--- src/rtl/crdefer_pkg.sv ---
package crdefer_pkg;

  typedef enum logic {
    ST_COLLECT = 1'b0,
    ST_DRAIN   = 1'b1
  } drain_state_e;

  // True when another entry fits.
  function automatic logic has_room(input int unsigned held, input int unsigned depth);
    return held < depth;
  endfunction

  // True when slot is the final held entry.
  function automatic logic is_final_slot(input int unsigned slot, input int unsigned held);
    return (slot + 1) == held;
  endfunction

endpackage

--- src/rtl/crdefer_store.sv ---
module crdefer_store #(
  parameter int DEPTH  = 4,
  parameter int IDX_W  = 6,
  parameter int DATA_W = 32,
  parameter int PTR_W  = 2
) (
  input  logic              clk,
  input  logic              rst_n,
  input  logic              wr_en,
  input  logic [PTR_W-1:0]  wr_slot,
  input  logic [IDX_W-1:0]  wr_idx,
  input  logic [DATA_W-1:0] wr_data,
  input  logic [PTR_W-1:0]  rd_slot,
  output logic [IDX_W-1:0]  rd_idx,
  output logic [DATA_W-1:0] rd_data
);

  logic [IDX_W-1:0]  idx_mem  [DEPTH];
  logic [DATA_W-1:0] data_mem [DEPTH];

  for (genvar s = 0; s < DEPTH; s++) begin : g_slot
    always_ff @(posedge clk or negedge rst_n) begin
      if (!rst_n) begin
        idx_mem[s]  <= '0;
        data_mem[s] <= '0;
      end else if (wr_en && (32'(wr_slot) == s)) begin
        idx_mem[s]  <= wr_idx;
        data_mem[s] <= wr_data;
      end
    end
  end

  always_comb begin
    rd_idx  = '0;
    rd_data = '0;
    for (int s = 0; s < DEPTH; s++) begin
      if (32'(rd_slot) == s) begin
        rd_idx  = idx_mem[s];
        rd_data = data_mem[s];
      end
    end
  end

endmodule

--- src/rtl/crdefer_fill.sv ---
module crdefer_fill
  import crdefer_pkg::*;
#(
  parameter int DEPTH = 4,
  parameter int CNT_W = 3,
  parameter int PTR_W = 2
) (
  input  logic             clk,
  input  logic             rst_n,
  input  logic             collecting,
  input  logic             clear_req,
  input  logic             append_valid,
  input  logic             drain_finish,
  output logic [CNT_W-1:0] count_q,
  output logic [CNT_W-1:0] count_after,
  output logic [PTR_W-1:0] append_slot,
  output logic             append_accept,
  output logic             append_drop
);

  logic room;
  logic live_append;

  assign room          = has_room(32'(count_q), DEPTH);
  assign live_append   = collecting && append_valid && !clear_req;
  assign append_accept = live_append && room;
  assign append_drop   = live_append && !room;
  assign append_slot   = count_q[PTR_W-1:0];
  assign count_after   = count_q + CNT_W'(append_accept);

  always_ff @(posedge clk or negedge rst_n) begin
    if (!rst_n)
      count_q <= '0;
    else if (collecting && clear_req)
      count_q <= '0;
    else if (drain_finish)
      count_q <= '0;
    else if (append_accept)
      count_q <= count_after;
  end

endmodule

--- src/rtl/crdefer_drain.sv ---
module crdefer_drain
  import crdefer_pkg::*;
#(
  parameter int CNT_W = 3,
  parameter int PTR_W = 2
) (
  input  logic             clk,
  input  logic             rst_n,
  input  logic             commit_req,
  input  logic [CNT_W-1:0] pending_after,
  input  logic [CNT_W-1:0] held,
  output logic             collecting,
  output logic             draining,
  output logic             drain_last,
  output logic             done,
  output logic [PTR_W-1:0] rd_slot
);

  drain_state_e     state_q;
  logic [PTR_W-1:0] ptr_q;
  logic             empty_ack_q;

  assign collecting = (state_q == ST_COLLECT);
  assign draining   = (state_q == ST_DRAIN);
  assign drain_last = draining && is_final_slot(32'(ptr_q), 32'(held));
  assign done       = drain_last || empty_ack_q;
  assign rd_slot    = ptr_q;

  always_ff @(posedge clk or negedge rst_n) begin
    if (!rst_n) begin
      state_q     <= ST_COLLECT;
      ptr_q       <= '0;
      empty_ack_q <= 1'b0;
    end else begin
      empty_ack_q <= 1'b0;
      unique case (state_q)
        ST_COLLECT: begin
          if (commit_req) begin
            if (pending_after != '0) begin
              state_q <= ST_DRAIN;
              ptr_q   <= '0;
            end else begin
              empty_ack_q <= 1'b1;
            end
          end
        end
        ST_DRAIN: begin
          if (drain_last) begin
            state_q <= ST_COLLECT;
            ptr_q   <= '0;
          end else begin
            ptr_q <= ptr_q + PTR_W'(1);
          end
        end
        default: state_q <= ST_COLLECT;
      endcase
    end
  end

endmodule

--- src/rtl/crdefer_buffer.sv ---
module crdefer_buffer #(
  parameter int DEPTH      = 4,
  parameter int IDX_W      = 6,
  parameter int DATA_W     = 32,
  parameter int STATUS_IDX = 2,
  localparam int CNT_W     = $clog2(DEPTH + 1),
  localparam int PTR_W     = (DEPTH > 1) ? $clog2(DEPTH) : 1
) (
  input  logic              clk,
  input  logic              rst_n,
  input  logic              setup_i,
  input  logic              squash_i,
  input  logic              commit_i,
  input  logic              cr_wr_valid_i,
  input  logic [IDX_W-1:0]  cr_wr_idx_i,
  input  logic [DATA_W-1:0] cr_wr_data_i,
  output logic              rf_wr_en_o,
  output logic [IDX_W-1:0]  rf_wr_idx_o,
  output logic [DATA_W-1:0] rf_wr_data_o,
  output logic              drain_done_o,
  output logic              overflow_o,
  output logic              serialize_o,
  output logic [CNT_W-1:0]  count_o
);

  // Named internal events, observed by the checker.
  logic             collecting;
  logic             draining;
  logic             drain_last;
  logic             clear_req;
  logic             commit_req;
  logic             append_accept;
  logic             append_drop;
  logic [CNT_W-1:0] count_q;
  logic [CNT_W-1:0] count_after;
  logic [PTR_W-1:0] append_slot;
  logic [PTR_W-1:0] rd_slot;
  logic             overflow_q;
  logic             serialize_q;

  assign clear_req  = setup_i || squash_i;
  assign commit_req = collecting && commit_i && !clear_req;

  crdefer_fill #(.DEPTH(DEPTH), .CNT_W(CNT_W), .PTR_W(PTR_W)) u_fill (
    .clk           (clk),
    .rst_n         (rst_n),
    .collecting    (collecting),
    .clear_req     (clear_req),
    .append_valid  (cr_wr_valid_i),
    .drain_finish  (drain_last),
    .count_q       (count_q),
    .count_after   (count_after),
    .append_slot   (append_slot),
    .append_accept (append_accept),
    .append_drop   (append_drop)
  );

  crdefer_store #(.DEPTH(DEPTH), .IDX_W(IDX_W), .DATA_W(DATA_W), .PTR_W(PTR_W)) u_store (
    .clk     (clk),
    .rst_n   (rst_n),
    .wr_en   (append_accept),
    .wr_slot (append_slot),
    .wr_idx  (cr_wr_idx_i),
    .wr_data (cr_wr_data_i),
    .rd_slot (rd_slot),
    .rd_idx  (rf_wr_idx_o),
    .rd_data (rf_wr_data_o)
  );

  crdefer_drain #(.CNT_W(CNT_W), .PTR_W(PTR_W)) u_drain (
    .clk           (clk),
    .rst_n         (rst_n),
    .commit_req    (commit_req),
    .pending_after (count_after),
    .held          (count_q),
    .collecting    (collecting),
    .draining      (draining),
    .drain_last    (drain_last),
    .done          (drain_done_o),
    .rd_slot       (rd_slot)
  );

  always_ff @(posedge clk or negedge rst_n) begin
    if (!rst_n) begin
      overflow_q  <= 1'b0;
      serialize_q <= 1'b0;
    end else begin
      overflow_q <= append_drop;
      if (collecting && clear_req)
        serialize_q <= 1'b0;
      else if (drain_last)
        serialize_q <= 1'b0;
      else if (append_accept && (32'(cr_wr_idx_i) == STATUS_IDX))
        serialize_q <= 1'b1;
    end
  end

  assign rf_wr_en_o  = draining;
  assign overflow_o  = overflow_q;
  assign serialize_o = serialize_q;
  assign count_o     = count_q;

endmodule

--- config.mk ---
export PLATFORM = sky130hd
export DESIGN_NAME = crdefer_buffer
export DESIGN_NICKNAME = d
export VERILOG_FILES = /design/src/rtl/crdefer_pkg.sv /design/src/rtl/crdefer_store.sv /design/src/rtl/crdefer_fill.sv /design/src/rtl/crdefer_drain.sv /design/src/rtl/crdefer_buffer.sv
export SDC_FILE = /design/constraint.sdc
export NUM_CORES = 1
export LEC_CHECK = 0
export ABC_AREA = 1
export BUFFER_PORTS_ARGS = -buffer_cell sky130_fd_sc_hd__buf_2
export CELL_PAD_IN_SITES_DETAIL_PLACEMENT = 0
export CELL_PAD_IN_SITES_GLOBAL_PLACEMENT = 1
export CORE_MARGIN = 2
export CORE_UTILIZATION = 44
export DETAILED_ROUTE_END_ITERATION = 8
export GPL_ROUTABILITY_DRIVEN = 0
export HOLD_SLACK_MARGIN = 0.15
export PLACE_DENSITY = 0.78
export SETUP_SLACK_MARGIN = 0.02
export SYNTH_ARGS = -nofsm -noshare
export SYNTH_HDL_FRONTEND = slang
export SYNTH_SLANG_ARGS = --single-unit
--- constraint.sdc ---
create_clock -name clk -period 2.25 [get_ports clk]
set_clock_uncertainty 0.2 [all_clocks]
set_input_delay 0.225 -clock clk [delete_from_list [all_inputs] [get_ports clk]]
set_output_delay 0.225 -clock clk [all_outputs]
set_load 0.05 [all_outputs]
; After elaboration in Yosys (flattened, before gate mapping)
; Cells that the tools add are included.
; W data, S select, Z words.
[word_totals]
reg_bits = 161
inputBits = 44
output_inout_bits = 45
elab_cells = 77
[op_classes]
addsub = 3
n_lt_le_gt_ge = 1
n_eq_ne = 10
n_mux = 25
bitwise_logic = 1
n_reduce_logical = 23
[ops]
columns = op, count
row1 = $mux W32, 4
row2 = $eq A32 B3 Y1, 1
row3 = $mux W6, 4
row4 = $logic_and A1 B1 Y1, 13
row5 = $mux W1, 9
row6 = $mux W3, 3
row7 = $reduce_bool A3 Y1, 3
row8 = $eq A2 B2 Y1 const B, 4
row9 = $eq A6 B2 Y1 const B, 1
row10 = $mux W2, 3
row11 = $eq A2 B1 Y1 const B, 2
row12 = $logic_not A2 Y1, 2
row13 = $ne A2 B1 Y1 const B, 2
row14 = $pmux W2 S2, 1
row15 = $add A2 B1 Y3 const B, 1
row16 = $add A3 B1 Y3, 1
row17 = $lt A3 B3 Y1 const B, 1
row18 = $add A2 B1 Y2 const B, 1
row19 = $logic_not A1 Y1, 2
row20 = $logic_or A1 B1 Y1, 2
row21 = $pmux W1 S2, 1
row22 = $reduce_and A2 Y1, 1
row23 = $not A1 Y1, 1

; Depth between registers and ports, before layout
; Gate-level depths: netlist of the first run.
[depth]
word_depth = 9
ltp_mapped = 11
ltp_nobuf = 11

; Hierarchy
; Synthesis of the first run repeated with hierarchy kept, for this count alone.
[unflattened]
cells_unflattened = 843
area_unflattened_um2 = 7517.2
[by_module_without_submodules]
columns = module, n_inst, cells_each, area_per_inst_um2, seq_area_each_um2
row1 = crdefer_store, 1, 755, 6880.3, 3803.6
row2 = crdefer_drain, 1, 43, 292.8, 100.1
row3 = crdefer_fill, 1, 23, 203.9, 75.1
row4 = crdefer_buffer, 1, 22, 140.1, 50.0

; Worst setup path after synthesis of the first run
; Ideal clock, no wire load.
[synth_timing]
path_type = flip-flop to output port
start = register u_drain.ptr_q[0] (netlist: u_drain.rd_slot[0])
end = output port rf_wr_data_o[0]
arrival_time_ns = 2.149
t_required_ns = 1.825
setup_slack_ns = -0.324
stages_incl_launch_ff = 8
n_path_buf = 2
cell_sequence = dfrtp_1 inv_1 ha_1 inv_1 clkbuf_1 clkbuf_1 nand2_1 a21oi_1
[synth_via]
elab_chain_len = 5
word_cells_on_any_way = 8
classes_between = 3 x eq/ne / 4 x mux / 1 x reduce/logical
[synth_lines]
columns = element, line_no
row1 = from (decl), crdefer_drain.sv:20  ; logic [PTR_W-1:0] ptr_q;
row2 = from (signal assigned), crdefer_drain.sv:52  ; ptr_q <= ptr_q + PTR_W'(1);
row3 = $logic_not A2 Y1, crdefer_store.sv:37  ; if (32'(rd_slot) == s) begin
row4 = $mux W32 (3 in series), crdefer_store.sv:37
row5 = $mux W32 *, crdefer_store.sv:37
row6 = to (decl), crdefer_buffer.sv:19  ; output logic [DATA_W-1:0] rf_wr_data_o,
; Every way passes the cells marked *; elsewhere a longest branch is shown, timed or not.

; Worst setup path after layout of the first run
[layout_timing]
start = register u_drain.ptr_q[0] (netlist: u_drain.rd_slot[0])
end = output port rf_wr_idx_o[0]
[layout_via]
elab_chain_len = 5
word_cells_on_any_way = 8
classes_between = 3 x eq/ne / 4 x mux / 1 x reduce/logical
[layout_lines]
columns = element, line_no
row1 = $logic_not A2 Y1, crdefer_store.sv:37
row2 = $mux W6 (3 in series), crdefer_store.sv:37
row3 = $mux W6 *, crdefer_store.sv:37
row4 = to (decl), crdefer_buffer.sv:18  ; output logic [IDX_W-1:0] rf_wr_idx_o,
; Marked as above.

==> results of run 1 <==
area by class of cell:
cell class | count | area share
Clock buffer | 19 | 0.0437
Tap cell | 220 | 0.0265
Sequential cell | 161 | 0.389
Clock inverter | 13 | 0.0154
Timing Repair Buffer | 180 | 0.184
Inverter | 52 | 0.0198
Multi-Input combinational cell | 630 | 0.322
sequential cells by signal (all words and copies together) (netlist names):
name	flops
u_store.data_mem	128
u_store.idx_mem	24
u_fill.count_q	3
u_drain.rd_slot	2
overflow_o	1
serialize_o	1
u_drain.draining	1
u_drain.empty_ack_q	1
repair_timing:
item                                    CTS  global route
pin swaps                                 9            10
endpoints found under the hold margin   322             0
gates resized for setup                 167            23
gates cloned                              7             4
setup buffers                            11             1
hold buffers                             46             0
endpoints found under the setup margin   39            40
through the flow:
step | setup TNS [ps] | area (µm²) | utilization
2_1_floorplan | -74.1 | 7720 | -
3_3_place_gp | 0 | 8400 | 0.508
3_5_place_dp | 0 | 8400 | 0.508
5_1_grt | -8540 | 10400 | 0.628
4_1_cts | -4280 | 10200 | 0.618
6_report | -4450 | 10400 | 0.628
report_power, final:
part / switching (W) / internal (W)
combinational: 0.000131 / 0.0000968
sequential: 0 / 0.00289
clock: 0.00118 / 0.00180
cell usage in the layout (no fill, tap or decap), drive strengths merged:
master	n
a21oi	80
a31oi	1
buf	132
bufinv	3
clkbuf	22
clkinv	7
clkinvlp	2
dfrtp	161
dlygate4sd3	45
ha	6
inv	53
nand2	287
nand3	7
nand4	2
nor2	50
nor3	2
o21ai	190
o21bai	1
or2	2
xnor2	2
final timing paths:
check / from / end / cells after the start
worst max-delay path: u_drain.rd_slot[0] / rf_wr_idx_o[0] / 8
worst min-delay path: rst_n / u_store.data_mem[34] / 3
worst max register to register: u_drain.draining / u_store.idx_mem[3] / 5
worst min register to register: u_store.data_mem[25] / u_store.data_mem[25] / 2
max in group asynchronous: rst_n / u_drain.draining / 3
min in group clk: u_store.data_mem[25] / u_store.data_mem[25] / 2
tightest hold or removal path: cells and delay by family:
kind                   cells  cell delay, ps
buffers and inverters      3             950
cell families after synthesis:
family,after synthesis,synth area share
xor+xnor,2,0.00236
flops,161,0.542
compound gates,272,0.189
buf+inv,112,0.0740
fa+ha+maj,6,0.0101
simple gates,349,0.183
layer usage:
| metal | vias up | routed length (µm) | global-route usage |
|---|---|---|---|
| met1 | 3203 | 9820 | 0.319 |
| met2 | 135 | 10500 | 0.407 |
| li1 | 3209 | - | - |
| met4 | 0 | 203 | 0.0603 |
| met3 | 16 | 767 | 0.0469 |
| met5 | - | 0 | 0 |
==> results.ini, run 1 <==
[route]
vias = 6563
via_per_inst = 5.15
drtIter0Drc = 469
routedWlPerCell_um = 16.7
drt_first_pass_iters = 5
drc_errors = 0
totalWireLength_um = 21200
ant_nets = 0

[worst_setup_path]
crit_buf_inv = 3
r2r_slack_ps = 130
cp_data_required_time_ps = 1820
critPathMostFrequentCell = nand2_1
slowest_stage = dfrtp_1
cp_top_family = buffers and inverters
critPathLaunchType = flop
setup.worst_path.class = flop to output pin
worstPathArrival_ps = 1980
cp-end-kind = output pin
critPathMaxStageDelay_ps = 410
cp_max_fo = 10
cp_cell_sequence = inv_2 -> ha_4 -> buf_12 -> nand2_1 -> o21ai_1 -> nand2_1 -> a21oi_2 -> buf_6

[timing]
rsz0062_at_grt = true
finalHoldViolCount = 0
period_needed_ps = 2410
fin_ws_ps = -157
slew_violations = 0
min_period_over_period = 1.07
slew_headroom = 0.305
finalSetupViolCount = 39
clock.fmax_mhz = 415
tightest_slew_ps = 1040
whs_ps = 192

[synthesis]
yosys_warnings = 0
synth_edf_count = 0
synth.cell_area_um2 = 7440
synth_top_cell_by_area = dfrtp_1
async_flop_share = 1.00
ys_top_cells_by_count = nand2_1 (284), dfrtp_1 (161), o21ai_0 (116)
synth_cell_type_count = 26
ys_seq_area_frac = 0.542
syn-num-nets = 952
synth_area_per_cell_um2 = 8.24
ys_seq_elements = 161
synth_cells = 902
ys.flop_type = dfrtp_1
synth_area_leaders = dfrtp_1 (54%), nand2_1 (14%), o21ai_0 (7.8%)
synth_most_common_cell = nand2_1
yosys.area.top_type_share = 0.542

[clock_tree]
cts_made_buffers = 17
clk_latency_ps = 420
cts_tree = yes
cts_max_level = 4
cts_root_buf = clkbuf_16
path_clk_slew_ps = 60
cts_num_sinks = 161
cts_max_path_buffers = 2

[job]
maxCapViolations = 0

[global_route]
overflow = 0
grt_pass1_wl_um = 33400
first_global_vias = 6426
antenna_found_initial = 0
grt_max_degree = 77
grt_use_total = 0.240

[floorplan]
num_rows = 47
start_util = 0.450
ios = 89
die_area_um2 = 18000
fp.dieW_um = 134
die_h_um = 134
core_um2 = 16500

[outcome]
failed_checks = setup timing
status = complete, but fails checks

[finish]
final_cells = 1275
drive_gt1_frac = 0.253
multi_input_comb_area_um2 = 3340
area_growth_pct = 39.5
seqCellArea_um2 = 4030
diodes = 0
fillCellCount = 1436
nets = 1092

[place]
dp_hpwl_um = 11100
numPlacedInstances = 1174
dpl_worst_slack_ps = 69.0
port_buffers = 88

[power_and_ir_drop]
powerDensity_nw_per_um2 = 589
p_leak_nw = 4.78
power.total_w = 0.00611
peakVddDrop_mv = 0.524

[min_path]
hold_path.class = input port to asynchronous set/reset pin

(Power assumes the default switching activity.)
==> inputs of run 2 (changes only) <==
Settings changed: BUFFER_PORTS_ARGS -buffer_cell sky130_fd_sc_hd__buf_2 to unset, CORE_UTILIZATION 44 to 45, DONT_BUFFER_PORTS set to 1, PLACE_DENSITY 0.78 to 0.74.
==> results.ini, run 2 (synthesis gave the netlist of run 1 again) <==
[route]
totalWireLength_um = 19700  ; was 21200 µm
vias = 6309  ; was 6563
drtIter0Drc = 505  ; was 469
route.met2.wl_um = 9910  ; was 10500 µm
wl_met1_um = 8580  ; was 9820 µm
ant_nets = 0  ; unchanged
drc_errors = 0  ; unchanged
top_layer_used = met4  ; unchanged
routedWlPerCell_um = 16.3  ; was 16.7 µm
via_per_inst = 5.24  ; was 5.15
wl_met3_um = 930  ; was 767 µm
drt_first_pass_iters = 7  ; was 5

[outcome]
failed_checks = hold timing, setup timing  ; was setup timing
status = complete, but fails checks  ; unchanged

[finish]
final_common_cell = nand2_1  ; unchanged
nets = 1023  ; was 1092
drive_gt1_frac = 0.194  ; was 0.253
final_cell_mix = nand2_1 (281), dfrtp_1 (161), o21ai_1 (96), o21ai_0 (78), inv_1 (45)  ; was nand2_1 (273), dfrtp_1 (160), o21ai_1 (94), o21ai_0 (79)
largest_reg_flops = 128  ; unchanged
utilization = 0.614  ; was 0.628
area_growth_pct = 32.1  ; was 39.5%
top_regs = u_store.data_mem (128), u_store.idx_mem (24), u_fill.count_q (3)  ; unchanged
largest_register = u_store.data_mem  ; unchanged

[worst_setup_path]
cp_data_required_time_ps = 1820  ; about the same
setup.worst_path.class = flop to output pin  ; unchanged
startpoint = u_drain.rd_slot[0]  ; unchanged
cp_top_family = buffers and inverters  ; unchanged
critPathMaxStageDelay_ps = 380  ; was 410 ps
cp_max_fo = 24  ; was 10
path_depth = 8  ; unchanged
crit_end = rf_wr_data_o[11]  ; was rf_wr_idx_o[0]
cp-end-kind = output pin  ; unchanged
r2r_slack_ps = 100  ; was 130 ps
crit_buf_inv = 3  ; unchanged
critPathMostFrequentCell = buf_12  ; was nand2_1
critPathLaunchType = flop  ; unchanged
cp_cell_sequence = buf_6 -> ha_4 -> buf_12 -> nand2_1 -> o21ai_2 -> nand2_2 -> a21oi_4 -> buf_12  ; was inv_2 -> ha_4 -> buf_12 -> nand2_1 -> o21ai_1 -> nand2_1 -> a21oi_2 -> buf_6
r2r_start = u_drain.draining  ; unchanged
slowest_stage = dfrtp_1  ; unchanged
r2r.worst_path.cells = 9  ; was 5
timing.rr.end = u_fill.count_q[0]  ; was u_store.idx_mem[3]
worstPathArrival_ps = 1950  ; was 1980 ps

[clock_tree]
cts_num_sinks = 161  ; unchanged
cts_max_path_buffers = 2  ; unchanged
clk_latency_ps = 420  ; about the same
cts_tree = yes  ; unchanged
cts_max_level = 4  ; unchanged
cts_made_buffers = 17  ; unchanged
cts_root_buf = clkbuf_16  ; unchanged
cts_hold_buf = 44  ; was 46
path_clk_slew_ps = 60  ; about the same

[floorplan]
ios = 89  ; unchanged
start_util = 0.465  ; was 0.450
num_rows = 46  ; was 47
die_h_um = 133  ; was 134 µm
die_area_um2 = 17600  ; was 18000 µm²
fp.dieW_um = 133  ; was 134 µm
core_um2 = 16000  ; was 16500 µm²

[timing]
slew_headroom = 0.363  ; was 0.305
finalSetupViolCount = 38  ; was 39
setup-tns-final_ps = -2860  ; was -4450 ps
whs_ps = -702  ; was 192 ps
clock.fmax_mhz = 422  ; was 415 MHz
min_period_over_period = 1.05  ; was 1.07
slew_violations = 0  ; unchanged
tightest_slew_ps = 956  ; was 1040 ps
fin_ws_ps = -120  ; was -157 ps
period_needed_ps = 2370  ; was 2410 ps
rsz0062_at_grt = true  ; unchanged
finalHoldViolCount = 161  ; was 0

[min_path]
hold_path.class = input port to asynchronous set/reset pin  ; unchanged

[global_route]
antenna_found_initial = 1  ; was 0
grt_pass1_wl_um = 32300  ; was 33400 µm
grt_use_total = 0.230  ; was 0.240
first_global_vias = 6441  ; was 6426
overflow = 0  ; unchanged
grt_max_degree = 162  ; was 77

[power_and_ir_drop]
p_leak_nw = 4.38  ; was 4.78 nW
peakVddDrop_mv = 0.509  ; was 0.524 mV
powerDensity_nw_per_um2 = 626  ; was 589 nW/µm²

[place]
dp_hpwl_um = 10900  ; was 11100 µm
dpl_worst_slack_ps = 182  ; was 69.0 ps
port_buffers = 0  ; was 88

[job]
maxCapViolations = 0  ; unchanged

==> run 2: metal layers <==
metal	track usage	vias to the layer above
met3	0.0510	22
met1	0.292	3068
met2	0.395	154
li1	-	3065
met4	0.0645	0
met5	0	-
==> run 2: worst min-delay path by stage <==
stage,startpoint,endpoint,slack (ps)
after global routing,rst_n,u_store.data_mem[36],-730
after detailed placement,rst_n,u_store.data_mem[37],-270
final,rst_n,u_store.data_mem[5],-700
after global placement,rst_n,u_store.data_mem[4],-270
after floorplan,rst_n,overflow_o,-270
after CTS,rst_n,u_store.data_mem[37],-720
==> run 2: metrics by stage <==
| stage | std cells | cell area (µm²) | power, W |
|---|---|---|---|
| 5_1_grt | 1203 | 9820 | 0.00635 |
| 3_5_place_dp | 1115 | 8370 | 0.00300 |
| 2_1_floorplan | 902 | 7720 | 0.00299 |
| 4_1_cts | 1193 | 9650 | 0.00622 |
| 3_3_place_gp | 1115 | 8370 | 0.00300 |
| 6_report | 1203 | 9820 | 0.00615 |
==> run 2: final cells by class <==
cell class	count	area (µm²)
Clock buffer	19	433
Tap cell	216	270
Inverter	52	198
Fill cell	1414	6180
Antenna cell	1	2.50
Multi-Input combinational cell	629	3290
Sequential cell	161	4030
Clock inverter	13	210
Timing Repair Buffer	112	1390
==> run 2: power breakdown <==
group / total, W / internal (W) / leakage (nW) / switching (W)
clock network: 0.00313 / 0.00197 / 0.296 / 0.00116
registers: 0.00290 / 0.00290 / 2.25 / 0
logic: 0.000116 / 0.0000564 / 1.84 / 0.0000593
==> run 2: timing repair <==
| action | 4_1_cts | 5_1_grt |
|---|---|---|
| pin swaps | 6 | 6 |
| gates cloned | 1 | 2 |
| gates resized for setup | 84 | 20 |
| buffers inserted | 1 | 7 |
| endpoints found under the setup margin | 39 | 40 |
| hold endpoints to repair | 322 | 161 |
==> inputs of run 3 (changes only) <==
Settings changed: ABC_AREA 1 to unset, GPL_ROUTABILITY_DRIVEN 0 to 1, PLACE_DENSITY 0.74 to 0.69.
==> results.ini, run 3 <==
[worst_setup_path]
r2r.worst_path.cells = 7  ; was 9
slowest_stage = or4b_4  ; was dfrtp_1
timing.rr.end = u_store.data_mem[74]  ; was u_fill.count_q[0]
r2r_start = u_drain.draining  ; unchanged
cp_max_fo = 10  ; was 24
critPathMaxStageDelay_ps = 590  ; was 380 ps
worstPathArrival_ps = 2610  ; was 1950 ps
cp-end-kind = flop  ; was output pin
setup.worst_path.class = input port to flop  ; was flop to output pin
cp_data_required_time_ps = 2360  ; was 1820 ps
critPathLaunchType = input port  ; was flop
cp_cell_sequence = dlygate4sd3_1 -> or4b_4 -> buf_8 -> buf_6 -> nor4b_4 -> buf_4 -> buf_12 -> mux2_4  ; was buf_6 -> ha_4 -> buf_12 -> nand2_1 -> o21ai_2 -> nand2_2 -> a21oi_4 -> buf_12
r2r_slack_ps = -230  ; was 100 ps
crit_end = u_store.data_mem[74]  ; was rf_wr_data_o[11]
startpoint = setup_i  ; was u_drain.rd_slot[0]

[power_and_ir_drop]
power_frac_clock = 0.191  ; was 0.510
netSwitchingPower_w = 0.00597  ; was 0.00122 W
p_int_w = 0.00902  ; was 0.00492 W
combinationalPowerShare = 0.571  ; was 0.019
pwr-share-seq = 0.238  ; was 0.471
p_leak_nw = 5.11  ; was 4.38 nW
powerDensity_nw_per_um2 = 1280  ; was 626 nW/µm²
power.total_w = 0.0150  ; was 0.00615 W
peakVddDrop_mv = 0.924  ; was 0.509 mV
p_sw_frac = 0.398  ; was 0.199

[synthesis]
synth_area_leaders = dfrtp_1 (54%), mux2_2 (19%), mux2_1 (3.6%)  ; was dfrtp_1 (54%), nand2_1 (14%), o21ai_0 (7.8%)
ys.flop_type = dfrtp_1  ; unchanged
synth_most_common_cell = dfrtp_1  ; was nand2_1
ys_seq_elements = 161  ; unchanged
yosys_warnings = 0  ; unchanged
syn-num-nets = 652  ; was 952
synth_area_per_cell_um2 = 12.5  ; was 8.24 µm²
async_flop_share = 1.00  ; unchanged
synth_cells = 602  ; was 902
synth_edf_count = 0  ; unchanged
yosys.area.top_type_share = 0.537  ; was 0.542
synth_top_cell_by_area = dfrtp_1  ; unchanged
synth.cell_area_um2 = 7500  ; was 7440 µm²
ys_seq_area_frac = 0.537  ; was 0.542
synth_cell_type_count = 39  ; was 26
ys_top_cells_by_count = dfrtp_1 (161), mux2_2 (128), a21oi_1 (45)  ; was nand2_1 (284), dfrtp_1 (161), o21ai_0 (116)

[clock_tree]
cts_hold_buf = 44  ; unchanged
cts_root_buf = clkbuf_16  ; unchanged
cts_num_sinks = 161  ; unchanged
cts_max_level = 4  ; unchanged
clk_latency_ps = 430  ; was 420 ps
cts_tree = yes  ; unchanged
cts_made_buffers = 17  ; unchanged
path_clk_slew_ps = 60  ; about the same
cts_max_path_buffers = 2  ; unchanged

[timing]
setup-tns-final_ps = -27020  ; was -2860 ps
slew_violations = 0  ; unchanged
slew_headroom = 0.655  ; was 0.363
finalSetupViolCount = 194  ; was 38
period_needed_ps = 2490  ; was 2370 ps
finalHoldViolCount = 161  ; unchanged
clock.fmax_mhz = 401  ; was 422 MHz
whs_ps = -709  ; was -702 ps
fin_ws_ps = -245  ; was -120 ps
rsz0062_at_grt = true  ; unchanged
min_period_over_period = 1.11  ; was 1.05
tightest_slew_ps = 517  ; was 956 ps

[global_route]
first_global_vias = 5998  ; was 6441
busiest_layer = met2  ; unchanged
overflow = 0  ; unchanged
grt_max_degree = 162  ; unchanged
gr-usage-met2 = 0.410  ; was 0.395
antenna_found_initial = 1  ; unchanged
grt_util_met1 = 0.357  ; was 0.292
grt.met3_usage = 0.0529  ; was 0.0510
grt_pass1_wl_um = 34800  ; was 32300 µm
grt_use_total = 0.254  ; was 0.230

[floorplan]
start_util = 0.456  ; was 0.465
ios = 89  ; unchanged
core_um2 = 16500  ; was 16000 µm²
num_rows = 47  ; was 46
fp.dieW_um = 133  ; about the same
die_area_um2 = 17700  ; was 17600 µm²
die_h_um = 133  ; about the same

[place]
finalWeightedCongestion = 0.785
numPlacedInstances = 848  ; was 1115
dp_hpwl_um = 10700  ; was 10900 µm
port_buffers = 0  ; unchanged

[min_path]
hold_path.class = input port to asynchronous set/reset pin  ; unchanged

[finish]
nets = 777  ; was 1023
final_cells = 960  ; was 1203
top_regs = u_store.data_mem (128), u_store.idx_mem (24), u_fill.count_q (3)  ; unchanged
area_growth_pct = 56.1  ; was 32.1%
drive_gt1_frac = 0.507  ; was 0.194
utilization = 0.711  ; was 0.614
final_common_cell = dfrtp_1  ; was nand2_1
largest_reg_flops = 128  ; unchanged
final_cell_mix = dfrtp_1 (158), mux2_4 (152), buf_12 (61), dlygate4sd3_1 (44), nand2_1 (41)  ; was nand2_1 (281), dfrtp_1 (161), o21ai_1 (96), o21ai_0 (78), inv_1 (45)
largest_register = u_store.data_mem  ; unchanged

[job]
maxCapViolations = 0  ; unchanged

[route]
via_per_inst = 5.71  ; was 5.24
totalWireLength_um = 22400  ; was 19700 µm
routedWlPerCell_um = 23.4  ; was 16.3 µm
drc_errors = 0  ; unchanged
ant_nets = 0  ; unchanged
drtIter0Drc = 371  ; was 505
vias = 5478  ; was 6309
drt_first_pass_iters = 4  ; was 7

[outcome]
status = complete, but fails checks  ; unchanged
failed_checks = hold timing, setup timing  ; unchanged

[run 3: cell count changes after synthesis, sizes merged, moves of 7 or more]
cell,delta
nor2,-49
a22o,+22
a21oi,-35
a221oi,+16
buf,-13
nand2,-246
nand3,-7
o21ai,-166
inv,-28
o31ai,+18
nor2b,+17
mux2,+152
[run 3: routing by layer]
layer  wire length (µm)  part of all wire
met2              10800              0.48
met4                325             0.014
met1              10200              0.46
met5                  0                 0
met3               1120             0.050
[run 3: layout make-up]
class,instances,area (µm²)
fill,1054,4760
clock buffer,21,450
sequential,161,4030
tap,220,275
multi-input combinational,370,4350
clock inverter,10,113
inverter,24,92.6
antenna,1,2.50
timing repair buffer,153,2390
[run 3: kinds of logic after synthesis]
| kind of cell | synth area share |
|---|---|
| multiplexers | 0.228 |
| buffers and inverters | 0.0472 |
| adder cells (fa/ha/maj) | 0.0100 |
| XOR/XNOR | 0.00467 |
| AO/OA/AOI/OAI | 0.117 |
| AND/OR/NAND/NOR | 0.0555 |
| flip-flops | 0.537 |
[run 3: through the flow]
stage	setup slack (ps)	area (µm²)
6_report	-245	11700
4_1_cts	-219	11600
3_3_place_gp	-186	9380
5_1_grt	-285	11700
3_5_place_dp	-225	9380
2_1_floorplan	-395	8200
[run 3: repair_timing]
action	in CTS	in global routing
setup endpoints to repair	195	195
buffers inserted	21	2
endpoints found under the hold margin	322	164
gates cloned	14	7
resized for setup	138	50
pin swaps	26	15
[run 3: worst max-delay path: cells and delay by family]
family / cells / cell delay [ps]
buffers and inverters: 5 / 1190
muxes: 1 / 310
and+or+nand+nor: 2 / 860
[run 3: worst min path at each step]
stage / cells after the start / from / endpoint
2_1_floorplan: 0 / rst_n / overflow_o
3_3_place_gp: 0 / rst_n / u_store.data_mem[90]
3_5_place_dp: 0 / rst_n / u_store.data_mem[24]
4_1_cts: 0 / rst_n / u_store.data_mem[27]
5_1_grt: 0 / rst_n / u_store.data_mem[24]
6_report: 0 / rst_n / u_store.data_mem[24]
[run 3: power groups by stage]
stage	clock network [W]	logic, W	registers, W
after floorplan	0	0.00416	0.00350
after global placement	0	0.00703	0.00351
after detailed placement	0	0.00708	0.00354
after CTS	0.00288	0.00822	0.00353
after global routing	0.00303	0.00886	0.00360
final	0.00287	0.00855	0.00356
